$ cat src/rtl/ap2_pkg.sv
package ap2_pkg;

  // Canonical signed-digit recoding of a non-negative constant.
  // Returns {negative digit mask, positive digit mask}, 32 positions each.
  function automatic logic [63:0] csd_digits(input int k);
    logic [31:0] pos;
    logic [31:0] neg;
    int          r;
    pos = '0;
    neg = '0;
    r   = k;
    for (int i = 0; i < 32; i++) begin
      if ((r & 1) != 0) begin
        if ((r & 3) == 1) begin
          pos[i] = 1'b1;
          r      = r - 1;
        end else begin
          neg[i] = 1'b1;
          r      = r + 1;
        end
      end
      r = r >>> 1;
    end
    return {neg, pos};
  endfunction

  // Clamp a wide signed value to a w-bit two's-complement range.
  function automatic longint clamp_to(input longint v, input int w);
    longint hi;
    longint lo;
    hi = (longint'(1) <<< (w - 1)) - 1;
    lo = -(longint'(1) <<< (w - 1));
    if (v > hi) return hi;
    if (v < lo) return lo;
    return v;
  endfunction

endpackage

$ cat src/rtl/ap2_csd_mult.sv
module ap2_csd_mult #(
  parameter int IN_W  = 18,
  parameter int KW    = 10,
  parameter int K     = 1,
  parameter int OUT_W = IN_W + KW + 1
) (
  input  logic signed [IN_W-1:0]  din,
  output logic signed [OUT_W-1:0] dout
);
  localparam logic [63:0] DIG = ap2_pkg::csd_digits(K);
  localparam int          ND  = KW + 1;

  logic signed [OUT_W-1:0] din_ext;
  logic signed [OUT_W-1:0] term [ND];

  assign din_ext = OUT_W'(din);

  for (genvar i = 0; i < ND; i++) begin : g_digit
    if (DIG[i]) begin : g_pos
      assign term[i] = din_ext <<< i;
    end else if (DIG[32+i]) begin : g_neg
      assign term[i] = -(din_ext <<< i);
    end else begin : g_zero
      assign term[i] = '0;
    end
  end

  always_comb begin
    dout = '0;
    for (int i = 0; i < ND; i++) begin
      dout = dout + term[i];
    end
  end
endmodule

$ cat src/rtl/ap2_adaptor3.sv
module ap2_adaptor3 #(
  parameter int W     = 16,
  parameter int CB    = 10,
  parameter int FRAC  = 9,
  parameter int BETA1 = 653,
  parameter int BETA2 = 134,
  parameter int AW    = W + CB + 5
) (
  input  logic signed [W-1:0]  x,
  input  logic signed [W-1:0]  s1,
  input  logic signed [W-1:0]  s2,
  output logic signed [AW-1:0] a0,
  output logic signed [AW-1:0] b1_raw,
  output logic signed [AW-1:0] b2_raw,
  output logic signed [AW-1:0] y_raw
);
  localparam int EW = W + 2;
  localparam int PW = EW + CB + 1;

  logic signed [EW-1:0] diff1;
  logic signed [EW-1:0] diff2;
  logic signed [PW-1:0] prod1;
  logic signed [PW-1:0] prod2;
  logic signed [AW-1:0] acc;

  // port 1 sees s1, port 2 sees -s2; both referenced to the input port
  assign diff1 = EW'(s1) - EW'(x);
  assign diff2 = -EW'(s2) - EW'(x);

  ap2_csd_mult #(.IN_W(EW), .KW(CB), .K(BETA1), .OUT_W(PW)) u_mul1 (
    .din (diff1),
    .dout(prod1)
  );

  ap2_csd_mult #(.IN_W(EW), .KW(CB), .K(BETA2), .OUT_W(PW)) u_mul2 (
    .din (diff2),
    .dout(prod2)
  );

  assign acc    = (AW'(x) <<< (FRAC + 1)) + AW'(prod1) + AW'(prod2);
  assign a0     = acc >>> FRAC;
  assign b1_raw = a0 - AW'(s1);
  assign b2_raw = a0 + AW'(s2);
  assign y_raw  = AW'(x) - a0;
endmodule

$ cat src/rtl/ap2_sat.sv
module ap2_sat #(
  parameter int IN_W  = 31,
  parameter int OUT_W = 16
) (
  input  logic signed [IN_W-1:0]  din,
  output logic signed [OUT_W-1:0] dout,
  output logic                    clip
);
  localparam logic signed [IN_W-1:0] HI = IN_W'((longint'(1) <<< (OUT_W - 1)) - 1);
  localparam logic signed [IN_W-1:0] LO = IN_W'(-(longint'(1) <<< (OUT_W - 1)));

  always_comb begin
    clip = 1'b0;
    dout = din[OUT_W-1:0];
    if (din > HI) begin
      clip = 1'b1;
      dout = HI[OUT_W-1:0];
    end else if (din < LO) begin
      clip = 1'b1;
      dout = LO[OUT_W-1:0];
    end
  end
endmodule

$ cat src/rtl/ap2_parallel_section.sv
module ap2_parallel_section #(
  parameter int W     = 16,
  parameter int CB    = 10,
  parameter int FRAC  = 9,
  parameter int BETA1 = 653,
  parameter int BETA2 = 134
) (
  input  logic                clk,
  input  logic                rst_n,
  input  logic                en,
  input  logic signed [W-1:0] x,
  output logic signed [W-1:0] y,
  output logic                y_vld
);
  localparam int AW = W + CB + 5;

  logic signed [W-1:0]  s1_q;
  logic signed [W-1:0]  s2_q;
  logic signed [W-1:0]  y_q;
  logic                 vld_q;
  logic signed [AW-1:0] a0;
  logic signed [AW-1:0] b1_raw;
  logic signed [AW-1:0] b2_raw;
  logic signed [AW-1:0] y_raw;
  logic signed [W-1:0]  s1_next;
  logic signed [W-1:0]  s2_next;
  logic signed [W-1:0]  y_next;
  logic                 s1_clip;
  logic                 s2_clip;
  logic                 y_clip;

  ap2_adaptor3 #(
    .W(W), .CB(CB), .FRAC(FRAC), .BETA1(BETA1), .BETA2(BETA2), .AW(AW)
  ) u_adaptor (
    .x     (x),
    .s1    (s1_q),
    .s2    (s2_q),
    .a0    (a0),
    .b1_raw(b1_raw),
    .b2_raw(b2_raw),
    .y_raw (y_raw)
  );

  ap2_sat #(.IN_W(AW), .OUT_W(W)) u_sat_s1 (.din(b1_raw), .dout(s1_next), .clip(s1_clip));
  ap2_sat #(.IN_W(AW), .OUT_W(W)) u_sat_s2 (.din(b2_raw), .dout(s2_next), .clip(s2_clip));
  ap2_sat #(.IN_W(AW), .OUT_W(W)) u_sat_y  (.din(y_raw),  .dout(y_next),  .clip(y_clip));

  always_ff @(posedge clk or negedge rst_n) begin
    if (!rst_n) begin
      s1_q  <= '0;
      s2_q  <= '0;
      y_q   <= '0;
      vld_q <= 1'b0;
    end else begin
      vld_q <= en;
      if (en) begin
        s1_q <= s1_next;
        s2_q <= s2_next;
        y_q  <= y_next;
      end
    end
  end

  assign y     = y_q;
  assign y_vld = vld_q;
endmodule

$ cat config.mk
export PLATFORM = sky130hd
export DESIGN_NAME = ap2_parallel_section
export DESIGN_NICKNAME = d
export VERILOG_FILES = /design/src/rtl/ap2_pkg.sv /design/src/rtl/ap2_csd_mult.sv /design/src/rtl/ap2_adaptor3.sv /design/src/rtl/ap2_sat.sv /design/src/rtl/ap2_parallel_section.sv
export SDC_FILE = /design/constraint.sdc
export NUM_CORES = 1
export LEC_CHECK = 0
export BUFFER_PORTS_ARGS = -buffer_cell sky130_fd_sc_hd__buf_2
export CAP_MARGIN = 10
export CORE_ASPECT_RATIO = 1.75
export CORE_MARGIN = 1.5
export CORE_UTILIZATION = 35
export DETAILED_ROUTE_END_ITERATION = 10
export PLACE_DENSITY = 0.57
export SLEW_MARGIN = 10
export SYNTH_ARGS = -nofsm -noshare
export SYNTH_HDL_FRONTEND = slang
export SYNTH_SLANG_ARGS = --single-unit
$ cat constraint.sdc
create_clock -name clk -period 25.9 [get_ports clk]
set_input_delay 2.59 -clock clk [delete_from_list [all_inputs] [get_ports clk]]
set_output_delay 2.59 -clock clk [all_outputs]
set_load 0.05 [all_outputs]
==> metrics.md <==
| Metric | Value |
|---|---|
| Post-DP Area | 0.0117 mm² |
| Post-CTS Setup Bufs | 0 |
| Syn nets | 1545 |
| Slew headroom | 0.275 |
| Proportion of layout cells with a drive suffix above 1 | 0.0498 |
| Worst-skew pair later-pin latency | 0.31 ns |
| Worst path slowest cell | o41ai_1 |
| DRC Markers | 0 |
| Hold Startpoint | y[15]$_DFFE_PN0P_ |
| Root Driver | clkbuf_16 |
| Inserted Clock Buffers | 5 |
| Initial DRC Count | 375 |
| CTS resizes | 0 |
| Share of the yosys chip area belonging to registers | 0.111 |
| CP max stage delay | 0.78 ns |
| WHS Endpoint | y[15]$_DFFE_PN0P_ |
| Global placement routability congestion | 0.912 |
| Reg2reg setup slack | 14.93 ns |
| Avg Cell Area, Syn | 8.95 µm² |
| Critical Path AT | 13.31 ns |
| R2r endpoint | s2_q[4]$_DFFE_PN0P_ |
| Initial antenna violation count | 0 |
| Fin. max-slew vios | 0 |
| Main synth FF type | dfrtp_1 |
| First-pass GRT wire length | 50.3 mm |
| GRT Residual Overflow | 0 |
| Design area | 0.0118 mm² |
| Cts hold-fix bufs | 0 |
| CTS Buffer Depth | 2 |
| Clock sink count | 49 |
| Largest net degree at the start of global routing | 54 |
| Reg area | 0.00123 mm² |
| Worst setup EP type | register |
| Die width | 137 µm |
| CTS tree | done |
| Cell with the most instances after synthesis | inv_1 |
| Area Growth Syn to Fin | 7.31% |
| Vias post-DR | 9025 |
| Setup TNS | 0 ns |
| Fillers | 3105 |
| N_diodes | 0 |
| R2R cell count | 40 |
| Max Clock Freq | 0.0765 GHz |
| Wire length per cell | 19.2 µm |
| CP Launch Type | input pin |
| Final setup viols | 0 |
| WS Path Type | in -> reg |
| DR vias/cell | 5.45 |
| Synth area leaders | fa_1, ha_1, dfrtp_1 |
| Flops & latches, synth | 49 |
| Post-Route WL | 31.8 mm |
| PortBufs | 35 |
| Yosys cell types | 72 |
| Cells after Synth | 1233 |
| Skew final | 0.0114 ns |
| Syn. warnings | 0 |
| Endpoints failing hold | 0 |
| Post-synth ARST share | 1.00 |
| HP Class | reg -> reg |
| H-tree depth | 2 |
| Run status | finished, final reports clean |
| Vias in the first global route | 9524 |
| Reg2reg start | s2_q[1]$_DFFE_PN0P_ |
| CTS clk-pin slew, worst paths | 0.07 ns |
| Total GRT Usage | 0.203 |
| Min Tclk post-route | 13.07 ns |
| Hold Crit Depth | 2 |
| Yosys top cell area share | 0.236 |
| Die area | 0.0327 mm² |
| Starting Density | 0.357 |
| Site Rows | 85 |
| Max Cap Viol | 0 |
| Critical Path RT | 26.14 ns |
| Post-DRT Antenna Nets | 0 |
| Dpl hpwl | 27.6 mm |
| Area of the multi-input gates | 0.00898 mm² |
| RSZ-0062 raised after global routing | no |
| Drt pass-1 iters | 4 |
| Cell type contributing the most total cell area after synthesis | fa_1 |
| Worst-margin pin slew | 1.08 ns |
| Height of the die | 238 µm |
| Final Net Count | 1577 |
| Mapped Area | 0.0110 mm² |
| Core area | 0.0309 mm² |
| Ports | 36 |
| Crit Path Max Fanout | 15 |
| Post-synth EDFFs | 0 |
| Period Utilization, post-route | 0.505 |
| Top post-synthesis cells by count | inv_1, ha_1, fa_1, nor2_1, a21oi_1 |
## final cells by class
cell class,instances,area share
Inverter,200,0.0634
Multi-Input combinational cell,966,0.758
Clock inverter,2,0.00327
Tap cell,391,0.0413
Sequential cell,49,0.104
Timing Repair Buffer,43,0.0199
Clock buffer,6,0.0109
## worst max-delay path: cells and delay by family
family	cells	cell delay [ns]
AOI/OAI and AO/OA	18	5.03
xor gates and xnor gates	3	0.59
adders and majority gates	8	3.34
buffers and inverters	3	0.54
and+or+nand+nor	7	1.17
## cell usage in the layout (no fill, tap or decap), drive strengths merged, types with 26 or more instances in the layout
cell	count
ha	163
dfrtp	49
xnor2	72
nor2	84
inv	199
fa	130
a21o	26
nand2	46
buf	43
xor2	32
o21ai	55
a21oi	79
## stage by stage
step	util	hold slack (ns)	worst slack [ns]	instances
after global routing	0.383	0.534	12.18	1657
after detailed placement	0.377	0.495	12.64	1649
final	0.383	0.498	12.83	1657
after CTS	0.383	0.513	12.90	1657
after floorplan	-	0.510	14.29	1233
after global placement	0.377	0.479	12.62	1649
## worst max path at each step
stage	to	slack [ns]	depth (start not counted)	from
after floorplan	s2_q[10]$_DFFE_PN0P_	14.29	40	x[1]
after global placement	y[0]$_DFFE_PN0P_	12.62	39	x[3]
after detailed placement	y[6]$_DFFE_PN0P_	12.64	39	x[3]
after CTS	y[10]$_DFFE_PN0P_	12.90	39	x[3]
after global routing	s2_q[12]$_DFFE_PN0P_	12.18	39	x[3]
final	s2_q[4]$_DFFE_PN0P_	12.83	39	x[3]
## state kept, by name, summed over array words and instances, names as in the netlist
register  cells
s1_q         16
s2_q         16
y            16
y_vld         1
## kinds of logic after synthesis
logic type,Yosys count,share of synthesized area
muxes,2,0.00181
DFF,49,0.111
xor gates and xnor gates,104,0.0825
buffers and inverters,218,0.0757
adders and majority gates,293,0.421
AOI/OAI and AO/OA,311,0.196
and+or+nand+nor,256,0.112
## routing by layer
layer,global-route usage,wire length [µm],up-vias
met5,0,0,-
met4,0.139,2590,0
met3,0.0134,664,96
met2,0.404,17900,198
met1,0.190,10600,4408
li1,-,-,4323
Power is not shown: default switching activity piles up to over one toggle a cycle in this logic, so the estimate is an artifact.
